**src/rtl/pwm_guard_pkg.sv**
```systemverilog
// Package: shared encodings for the PWM fault override controller.
// Assumes the control word places the mode bit directly below the safe levels.
package pwm_guard_pkg;

    typedef enum logic {
        MODE_LATCH = 1'b0,
        MODE_CYCLE = 1'b1
    } flt_mode_e;

    typedef enum logic {
        SRC_A = 1'b0,
        SRC_B = 1'b1
    } src_sel_e;

endpackage

```
**src/rtl/pwm_guard_sync.sv**
```systemverilog
// Module: pwm_guard_sync
// A chain of flops that brings an asynchronous active-low pin into the clock domain.
// Assumes STAGES >= 1. The chain resets to 1, the inactive level.
module pwm_guard_sync #(
    parameter int STAGES = 2
) (
    input  logic clk,
    input  logic rst_n,
    input  logic d,
    output logic q
);

    logic [STAGES-1:0] chain;

    generate
        if (STAGES == 1) begin : g_one
            // Single flop: capture the pin.
            always_ff @(posedge clk) begin
                if (!rst_n) chain <= '1;
                else        chain <= d;
            end
        end else begin : g_many
            // Shift the pin through the chain.
            always_ff @(posedge clk) begin
                if (!rst_n) chain <= '1;
                else        chain <= {chain[STAGES-2:0], d};
            end
        end
    endgenerate

    assign q = chain[STAGES-1];

endmodule

```
**src/rtl/pwm_guard_source.sv**
```systemverilog
// Module: pwm_guard_source
// One fault source: its control word, its pin synchronizer and its fault state.
// Assumes the word layout {safe levels, mode, reserved, enables}. Reserved bits are stored as zero.
module pwm_guard_source
    import pwm_guard_pkg::*;
#(
    parameter int NUM_PAIRS   = 4,
    parameter int SYNC_STAGES = 2
) (
    input  logic                     clk,
    input  logic                     rst_n,
    input  logic                     wr_en,
    input  logic [4*NUM_PAIRS-1:0]   wr_data,
    input  logic                     clr,
    input  logic                     period_start,
    input  logic                     flt_n,
    output logic [4*NUM_PAIRS-1:0]   cfg_q,
    output logic                     fault_q,
    output logic                     act
);

    localparam int PINS     = 2 * NUM_PAIRS;
    localparam int CW       = 4 * NUM_PAIRS;
    localparam int MODE_BIT = PINS - 1;
    localparam logic [CW-1:0] KEEP_MASK =
        CW'(({CW{1'b1}} << PINS) | (1 << MODE_BIT) | ((1 << NUM_PAIRS) - 1));

    logic      pin_sync;
    flt_mode_e mode;

    pwm_guard_sync #(.STAGES(SYNC_STAGES)) sync_i (
        .clk   (clk),
        .rst_n (rst_n),
        .d     (flt_n),
        .q     (pin_sync)
    );

    assign act  = ~pin_sync;
    assign mode = flt_mode_e'(cfg_q[MODE_BIT]);

    // Control word storage; reserved bits are dropped on write.
    always_ff @(posedge clk) begin
        if (!rst_n)     cfg_q <= '0;
        else if (wr_en) cfg_q <= wr_data & KEEP_MASK;
    end

    // Fault state: an active pin sets it; the mode decides what clears it.
    always_ff @(posedge clk) begin
        if (!rst_n)                                   fault_q <= 1'b0;
        else if (act)                                 fault_q <= 1'b1;
        else if (mode == MODE_CYCLE && period_start)  fault_q <= 1'b0;
        else if (mode == MODE_LATCH && clr)           fault_q <= 1'b0;
    end

endmodule

```
**src/rtl/pwm_guard_mux.sv**
```systemverilog
// Module: pwm_guard_mux
// Per-pin output selection: source A override, then source B override, then raw PWM.
// Assumes pin i belongs to pair i/2 and its safe level is word bit PINS+i.
module pwm_guard_mux #(
    parameter int NUM_PAIRS = 4
) (
    input  logic [2*NUM_PAIRS-1:0] pwm_in,
    input  logic [4*NUM_PAIRS-1:0] cfg_a,
    input  logic                   fault_a,
    input  logic [4*NUM_PAIRS-1:0] cfg_b,
    input  logic                   fault_b,
    output logic [2*NUM_PAIRS-1:0] pwm_out
);

    localparam int PINS = 2 * NUM_PAIRS;

    logic [NUM_PAIRS-1:0] take_a;
    logic [NUM_PAIRS-1:0] take_b;

    generate
        for (genvar p = 0; p < NUM_PAIRS; p++) begin : g_pair
            assign take_a[p] = fault_a & cfg_a[p];
            assign take_b[p] = fault_b & cfg_b[p];
            for (genvar h = 0; h < 2; h++) begin : g_pin
                localparam int IDX = 2 * p + h;
                // Pin drive: the higher-priority owner wins.
                always_comb begin
                    if (take_a[p])      pwm_out[IDX] = cfg_a[PINS+IDX];
                    else if (take_b[p]) pwm_out[IDX] = cfg_b[PINS+IDX];
                    else                pwm_out[IDX] = pwm_in[IDX];
                end
            end
        end
    endgenerate

endmodule

```
**src/rtl/pwm_fault_guard.sv**
```systemverilog
// Module: pwm_fault_guard (top)
// Two prioritized fault sources that override a complementary PWM pin bank.
// Assumes period_start is a one-cycle pulse and the fault pins are asynchronous and active low.
module pwm_fault_guard
    import pwm_guard_pkg::*;
#(
    parameter int NUM_PAIRS   = 4,
    parameter int SYNC_STAGES = 2
) (
    input  logic                     clk,
    input  logic                     rst_n,
    input  logic                     cfg_we,
    input  logic                     cfg_sel,
    input  logic [4*NUM_PAIRS-1:0]   cfg_wdata,
    output logic [4*NUM_PAIRS-1:0]   cfg_rdata,
    input  logic                     clr_a,
    input  logic                     clr_b,
    input  logic                     period_start,
    input  logic                     flt_a_n,
    input  logic                     flt_b_n,
    input  logic [2*NUM_PAIRS-1:0]   pwm_in,
    output logic [2*NUM_PAIRS-1:0]   pwm_out
);

    localparam int CW = 4 * NUM_PAIRS;

    logic [CW-1:0] cfg_a_q, cfg_b_q;
    logic          fault_a_q, fault_b_q;
    logic          act_a, act_b;
    logic          wr_a, wr_b;

    assign wr_a = cfg_we & (src_sel_e'(cfg_sel) == SRC_A);
    assign wr_b = cfg_we & (src_sel_e'(cfg_sel) == SRC_B);

    pwm_guard_source #(.NUM_PAIRS(NUM_PAIRS), .SYNC_STAGES(SYNC_STAGES)) src_a_i (
        .clk          (clk),
        .rst_n        (rst_n),
        .wr_en        (wr_a),
        .wr_data      (cfg_wdata),
        .clr          (clr_a),
        .period_start (period_start),
        .flt_n        (flt_a_n),
        .cfg_q        (cfg_a_q),
        .fault_q      (fault_a_q),
        .act          (act_a)
    );

    pwm_guard_source #(.NUM_PAIRS(NUM_PAIRS), .SYNC_STAGES(SYNC_STAGES)) src_b_i (
        .clk          (clk),
        .rst_n        (rst_n),
        .wr_en        (wr_b),
        .wr_data      (cfg_wdata),
        .clr          (clr_b),
        .period_start (period_start),
        .flt_n        (flt_b_n),
        .cfg_q        (cfg_b_q),
        .fault_q      (fault_b_q),
        .act          (act_b)
    );

    // Readback of the selected control word.
    assign cfg_rdata = (src_sel_e'(cfg_sel) == SRC_B) ? cfg_b_q : cfg_a_q;

    pwm_guard_mux #(.NUM_PAIRS(NUM_PAIRS)) mux_i (
        .pwm_in  (pwm_in),
        .cfg_a   (cfg_a_q),
        .fault_a (fault_a_q),
        .cfg_b   (cfg_b_q),
        .fault_b (fault_b_q),
        .pwm_out (pwm_out)
    );

endmodule

```
**config.mk**
```make
export PLATFORM = sky130hd
export DESIGN_NAME = pwm_fault_guard
export DESIGN_NICKNAME = d
export VERILOG_FILES = /design/src/rtl/pwm_guard_pkg.sv /design/src/rtl/pwm_guard_sync.sv /design/src/rtl/pwm_guard_source.sv /design/src/rtl/pwm_guard_mux.sv /design/src/rtl/pwm_fault_guard.sv
export SDC_FILE = /design/constraint.sdc
export NUM_CORES = 1
export LEC_CHECK = 0
export BUFFER_PORTS_ARGS = -buffer_cell sky130_fd_sc_hd__buf_2
export CAP_MARGIN = 20
export CORE_MARGIN = 2
export CORE_UTILIZATION = 23
export DETAILED_ROUTE_END_ITERATION = 8
export GPL_TIMING_DRIVEN = 0
export PLACE_DENSITY = 0.5
export SYNTH_ARGS = -nofsm -noshare
export SYNTH_HDL_FRONTEND = slang
export SYNTH_HIERARCHICAL = 1
export SYNTH_SLANG_ARGS = --single-unit
export TNS_END_PERCENT = 10
```
**constraint.sdc**
```tcl
create_clock -name clk -period 2.35 [get_ports clk]
set_clock_uncertainty 0.15 [all_clocks]
set_input_delay 0.3525 -clock clk [delete_from_list [all_inputs] [get_ports clk]]
set_output_delay 0.3525 -clock clk [all_outputs]
set_load 0.02 [all_outputs]
```
# After elaboration in Yosys (flattened, before gate mapping)
# Cells that the tools add are included.
# totals
register_bits	32
# classes
eq_ne	2
muxes	23
bitwise	13
reduce_logical	4
# op_table
operator	count
1-bit 2-to-1 mux	22
16-bit 2-to-1 mux	1
1-bit AND	10
3-bit by 1-bit inequality test with 1-bit output, second input constant	2
1-bit logical AND	4
1-bit NOT	3

# Longest topological paths before layout
# Gate-level depths: netlist of the first run.
# depth
word_depth	5
mapped_depth	7
mapped_depth_nobuf	3

# Modules after synthesis
# The synthesis of the first run kept the hierarchy.
# by_module_without_submodules
module	instances	cells_each	area_each_um2
pwm_guard_source	2	52	550.5
pwm_guard_mux	1	39	281.5
pwm_fault_guard	1	20	257.7
pwm_guard_sync	2	4	52.6

# Worst setup path after synthesis of the first run
# No wires, ideal clock.
# synth_path
path_kind	flip-flop to output port
from	register src_b_i.fault_q
to	output port pwm_out[4]
t_arrival_ps	1094
required_ps	1847
slack_ps	754
stages_incl_launch_ff	5
path_buffers	2
path_cell_list	dfxtp_1 -> buf_6 -> buf_6 -> a21bo_1 -> a31oi_1
# synth_between
elab_chain_cells	3
# synth_rtl
element	line_no	rtl
start, declared	pwm_guard_source.sv:18	output logic fault_q,
start signal, assigned	pwm_guard_source.sv:49	if (!rst_n) fault_q <= 1'b0;
start signal, assigned	pwm_guard_source.sv:50	else if (act) fault_q <= 1'b1;
start signal, assigned	pwm_guard_source.sv:51	else if (mode == MODE_CYCLE && period_start) fault_q <= 1'b0;
1-bit AND	pwm_guard_mux.sv:23	assign take_b[p] = fault_b & cfg_b[p];
1-bit 2-to-1 mux	pwm_guard_mux.sv:29	else if (take_b[p]) pwm_out[IDX] = cfg_b[PINS+IDX];
1-bit 2-to-1 mux	pwm_guard_mux.sv:28	if (take_a[p]) pwm_out[IDX] = cfg_a[PINS+IDX];
end, declared	pwm_fault_guard.sv:22	output logic [2*NUM_PAIRS-1:0] pwm_out
# Every way passes these cells.

# Final worst setup path of the first run
# layout_path
from	register src_a_i.fault_q
to	output port pwm_out[1]
# layout_between
elab_chain_cells	2
# layout_rtl
element	line_no	rtl
start, declared	pwm_guard_source.sv:18	
start signal, assigned	pwm_guard_source.sv:49	
start signal, assigned	pwm_guard_source.sv:50	
start signal, assigned	pwm_guard_source.sv:51	
1-bit AND	pwm_guard_mux.sv:22	assign take_a[p] = fault_a & cfg_a[p];
1-bit 2-to-1 mux	pwm_guard_mux.sv:28	
# Every way passes these cells.

==> metrics.md, run 1 <==
| Metric | Value |
|---|---|
| Worst Setup End Kind | output pin |
| Pwr per Cell Area | 624 nW/um^2 |
| I/O pin total | 57 |
| Mapped Area | 1740 sq um |
| Total Nets Final | 262 |
| DRT iter0 DRCs | 54 |
| GP Congestion | 0.717 |
| Initial antenna violation count | 0 |
| Startpoint of the worst hold path | flt_a_n |
| Final core utilization | 30.8% |
| Largest net degree at the start of global routing | 11 |
| Worst reg2reg path endpoint | src_b_i/fault_q |
| Core Box Area | 7290 sq um |
| WP data required | 1850 ps |
| Clk network pwr share | 41.1% |
| Commonest cells after routing, fill and taps aside | buf_2 (51), dfxtp_1 (32), mux2i_1 (26), nor2_1 (26), mux2_2 (10) |
| Worst-Skew Late Latency | 280 ps |
| Mean area per synthesized cell | 10.3 sq um |
| Vias per cell | 4.12 |
| CTS resizes | 0 |
| First-pass GRT wire length | 6.93 mm |
| Fillers | 818 |
| Startpoint types | flop |
| Non-filler instance count after layout | 329 |
| Clock Tree Buf Depth | 2 |
| Cts bufs inserted | 5 |
| Placed insts | 321 |
| Pleak | 1.05 nW |
| WL per Instance | 13.2 microns |
| WP data arrival | 1580 ps |
| Switching fraction of total power | 24.3% |
| CTS tree | done |
| Post-DP HPWL | 3.23 mm |
| Status | finished, final reports clean |
| Total power | 1.40 mW |
| # diodes | 0 |
| Fin Setup TNS | 0 ps |
| Synth Instances | 169 |
| Slew Viols, Final | 0 |
| Starting Density | 23.8% |
| Unrepaired setup endpoints after global routing | false |
| FMAX | 480 MHz |
| Number of core rows | 31 |
| Final Cycle Share | 88.6% |
| Yosys warning count | 6 |
| CTS hold repair buffers | 0 |
| Via count | 1357 |
| Combinational share of power | 16.8% |
| # clock sinks | 32 |
| First-pass detailed-route iteration total | 6 |
| Setup ws final | 268 ps |
| Worst slack, placed | 564 ps |
| Sequential fraction of design power | 42.0% |
| Residual DRC | 0 |
| Vias in the first global route | 1371 |
| Total track usage | 10.9% |
| Hold Slack | 92.2 ps |
| Reg2reg path depth | 2 |
| VDD IR max | 342 uV |
| Post CTS Setup Buffer Count | 0 |
| Cell at the root of the clock tree | clkbuf_8 |
| Final setup vio count | 0 |
| Final min period | 2080 ps |
| Area added between synthesis and finish | 29.4% |
| Placed cell area | 2120 sq um |
| Layout cells sized above 1 | 43.0% |
| Final wirelength | 4.33 mm |
| Die ar. | 8270 sq um |
| Commonest non-fill, non-tap cell in the layout | buf_2 |
| Hold-critical path depth | 2 |
| Hold EP | src_a_i/sync_i/chain[0] |
| H-tree Lvls | 2 |
| Die Span Y | 90.9 microns |
| Worst flop-to-flop path startpoint | src_b_i/cfg_q[7] |
| HP Class | primary input to flop |
| Sw power | 0.341 mW |
| IO Port Bufs | 49 |
| Max-cap check violation count | 0 |
| Reg2reg setup slack | 1300 ps |
| Kind of critical path | flop to output pin |
| Critical-path maximum fanout | 10 |
| Design internal power | 1.06 mW |
| Reg area | 641 sq um |
| Final Cell Area | 2250 sq um |
| Clk slew on worst S/H paths | 70 ps |
| Antenna-violating nets left | 0 |
| Final Hold Viols | 0 |
| Chip Width | 90.9 microns |
| Gr ovfl total | 0 |
| Area occupied by multi-input gates | 930 sq um |
==> power by group through the flow <==
stage / logic [mW] / registers (mW) / clock network, mW
6_report: 0.236 / 0.590 / 0.578
5_1_grt: 0.257 / 0.594 / 0.625
4_1_cts: 0.239 / 0.591 / 0.603
3_5_place_dp: 0.238 / 0.603 / 0
3_3_place_gp: 0.237 / 0.602 / 0
2_1_floorplan: 0.169 / 0.596 / 0
==> state kept, by name, indices dropped and copies added, names as in the netlist <==
name / flops
src_b_i/cfg_q: 13
src_b_i/fault_q: 1
src_b_i/sync_i/chain: 2
src_a_i/fault_q: 1
src_a_i/cfg_q: 13
src_a_i/sync_i/chain: 2
==> layout make-up <==
cell class                 instances  share of cell area, %
multi-input combinational        122                   41.3
sequential                        32                   28.5
timing repair buffer              49                   10.9
buffer                            17                   7.79
tap                               99                   5.51
clock buffer                       7                   4.28
clock inverter                     1                   1.34
inverter                           2                  0.334
==> worst max-delay path by stage <==
stage	start	endpoint	slack (ps)
2_1_floorplan	src_b_i/fault_q	pwm_out[4]	750
3_5_place_dp	src_a_i/fault_q	pwm_out[1]	560
5_1_grt	src_a_i/fault_q	pwm_out[1]	100
6_report	src_a_i/fault_q	pwm_out[1]	270
4_1_cts	src_a_i/fault_q	pwm_out[1]	230
3_3_place_gp	src_a_i/fault_q	pwm_out[0]	540
==> per-layer routing <==
| layer | GRT usage [%] | vias up | part of all wire, % |
|---|---|---|---|
| li1 | - | 695 | - |
| met1 | 13.6 | 615 | 46 |
| met2 | 17.4 | 43 | 46 |
| met3 | 3.67 | 4 | 6.7 |
| met4 | 3.79 | 0 | 0.92 |
| met5 | 0 | - | 0 |
==> worst max-delay path, cell delays in order, from the launching register on <==
cell and delay, ps:
dfxtp_1 370, clkbuf_1 380, nand2_1 130, a31oi_1 200, buf_2 210
Power figures use the tool's default switching activity.
==> run 2, diff against run 1 <==
--- a/config.mk
+++ b/config.mk
@@ -5,8 +5,8 @@
 export SDC_FILE = /design/constraint.sdc
 export NUM_CORES = 1
 export LEC_CHECK = 0
+export ABC_AREA = 1
 export BUFFER_PORTS_ARGS = -buffer_cell sky130_fd_sc_hd__buf_2
-export CAP_MARGIN = 20
 export CORE_MARGIN = 2
 export CORE_UTILIZATION = 23
 export DETAILED_ROUTE_END_ITERATION = 8
==> metrics.md, run 2 <==
| Metric | Value |
|---|---|
| HP Class | primary input to flop |
| Total track usage | 12.2% (+1.3 points) |
| Core Box Area | 7210 sq um (-1.1%) |
| Starting Density | 23.6% (-0.21 points) |
| Max-cap check violation count | 0 (unchanged) |
| Post-DP HPWL | 3.54 mm (+9.6%) |
| Mapped Area | 1700 sq um (-1.9%) |
| Vias in the first global route | 1658 (+21%) |
| Antenna-violating nets left | 0 (unchanged) |
| Gr ovfl total | 0 (unchanged) |
| H-tree Lvls | 2 (unchanged) |
| Fin Setup TNS | 0 ps (unchanged) |
| Commonest cells after routing, fill and taps aside | nand2_1 (82), nor2_1 (49), buf_2 (49) |
| Final min period | 1800 ps (-277 ps) |
| CTS tree | done |
| Initial antenna violation count | 0 (unchanged) |
| Pwr per Cell Area | 595 nW/um^2 (-4.7%) |
| Die ar. | 8110 sq um (-1.9%) |
| WL per Instance | 11.1 microns (-16%) |
| Status | finished, final reports clean |
| # clock sinks | 32 (unchanged) |
| GP Congestion | 0.789 (+10%) |
| WP data arrival | 1300 ps (-280 ps) |
| Via count | 1679 (+24%) |
| Final Cycle Share | 76.8% (-12 points) |
| Chip Width | 90.1 microns (-0.93%) |
| CTS resizes | 0 (unchanged) |
| Critical path, cell by cell | buf_6 -> nand2_2 -> nand2_1 -> nand3_1 -> nand2_1 -> buf_2 |
| Post CTS Setup Buffer Count | 0 (unchanged) |
| Commonest non-fill, non-tap cell in the layout | nand2_1 |
| I/O pin total | 57 (unchanged) |
| Slew Viols, Final | 0 (unchanged) |
| Die Span Y | 90.1 microns (-0.93%) |
| Yosys warning count | 6 (unchanged) |
| CP dominant cell by count | nand2_1 |
| Slowest-stage cell, CP | dfxtp_1 |
| Clk slew on worst S/H paths | 70 ps (about the same) |
| Number of core rows | 31 (unchanged) |
| First-pass detailed-route iteration total | 4 (-2) |
| Vias per cell | 3.91 (-5.1%) |
| First-pass GRT wire length | 7.83 mm (+13%) |
| Unrepaired setup endpoints after global routing | false |
| Startpoint types | flop |
| Largest net degree at the start of global routing | 15 (+4) |
| Largest regs | src_a_i/cfg_q x13, src_b_i/cfg_q x13 |
| Residual DRC | 0 (unchanged) |
| Final wirelength | 4.75 mm (+9.6%) |
| Pleak | 1.21 nW (+15%) |
| Synth Instances | 269 (+59%) |
| Total Nets Final | 362 (+38%) |
| Worst Setup End Kind | output pin |
| Worst-Skew Late Latency | 290 ps (about the same) |
| IO Port Bufs | 49 (unchanged) |
| Cell at the root of the clock tree | clkbuf_8 |
| Cts bufs inserted | 5 (unchanged) |
| Layout cells sized above 1 | 24.8% (-18 points) |
| WP data required | 1850 ps (about the same) |
| Area added between synthesis and finish | 28.0% |
| # diodes | 0 (unchanged) |
| CTS hold repair buffers | 0 (unchanged) |
| VDD IR max | 214 uV (-37%) |
| Final core utilization | 30.2% (-0.59 points) |
| FMAX | 554 MHz (+15%) |
| DRT iter0 DRCs | 118 (+120%) |
| Mean area per synthesized cell | 6.34 sq um (-38%) |
| Final Hold Viols | 0 (unchanged) |
| Final setup vio count | 0 (unchanged) |
| Clock Tree Buf Depth | 2 (unchanged) |
| Worst path max stage delay | 420 ps (+40 ps) |
| Critical-path maximum fanout | 10 (unchanged) |
| Kind of critical path | flop to output pin |
==> run 2: cell count changes in the layout (fill, tap and decap cells not counted), moves of 22 or more <==
| cell | delta |
|---|---|
| nor2_1 | +23 |
| o21ai_0 | +22 |
| inv_1 | +28 |
| nand2_1 | +76 |
| mux2i_1 | -26 |
==> run 2: final timing paths <==
path	startpoint	end	slack (ps)	cells past startpoint
worst max-delay path	src_b_i/fault_q	pwm_out[2]	550	6
worst min-delay path	flt_a_n	src_a_i/sync_i/chain[0]	70	3
worst max register to register	src_a_i/fault_q	src_a_i/fault_q	1470	2
worst min register to register	src_b_i/sync_i/chain[1]	src_b_i/fault_q	260	1
==> run 2: worst max-delay path, delay by kind of cell (launching register included) <==
kind / cells / cell delay, ps
DFF: 1 / 420
buffers and inverters: 2 / 330
and+or+nand+nor: 4 / 250
==> run 2: final cells by class <==
| cell class | instances | area, sq um |
|---|---|---|
| tap | 99 | 124 |
| timing repair buffer | 49 | 245 |
| buffer | 16 | 151 |
| clock buffer | 7 | 86.3 |
| inverter | 33 | 129 |
| clock inverter | 1 | 7.51 |
| multi-input combinational | 192 | 798 |
| fill | 853 | 5030 |
| sequential | 32 | 641 |
==> run 2: layer usage <==
metal  vias to the layer above  share of wire (%)  track usage, %
met3                         6                5.9            3.94
met5                         -                  0               0
li1                        921                  -               -
met2                        37                 44            20.1
met4                         0                1.3            3.85
met1                       715                 48            15.2
==> run 2: per-stage QoR <==
stage / setup WS, ps / instance area, sq um / hold WS [ps] / total power [mW] / std cells
6_report: 545 / 2180 / 71.6 / 1.30 / 429
5_1_grt: 456 / 2180 / 81.8 / 1.38 / 429
4_1_cts: 519 / 2180 / 67.3 / 1.31 / 429
3_5_place_dp: 782 / 2090 / 240 / 0.859 / 421
3_3_place_gp: 756 / 2090 / 234 / 0.858 / 421
2_1_floorplan: 955 / 1720 / 230 / 0.769 / 273
==> run 2: report_power, final <==
| group | internal (mW) | total [mW] | switching (mW) |
|---|---|---|---|
| Sequential | 0.577 | 0.604 | 0.0274 |
| Combinational | 0.0944 | 0.241 | 0.146 |
| Clock | 0.238 | 0.454 | 0.216 |
| Total | 0.909 | 1.30 | 0.390 |
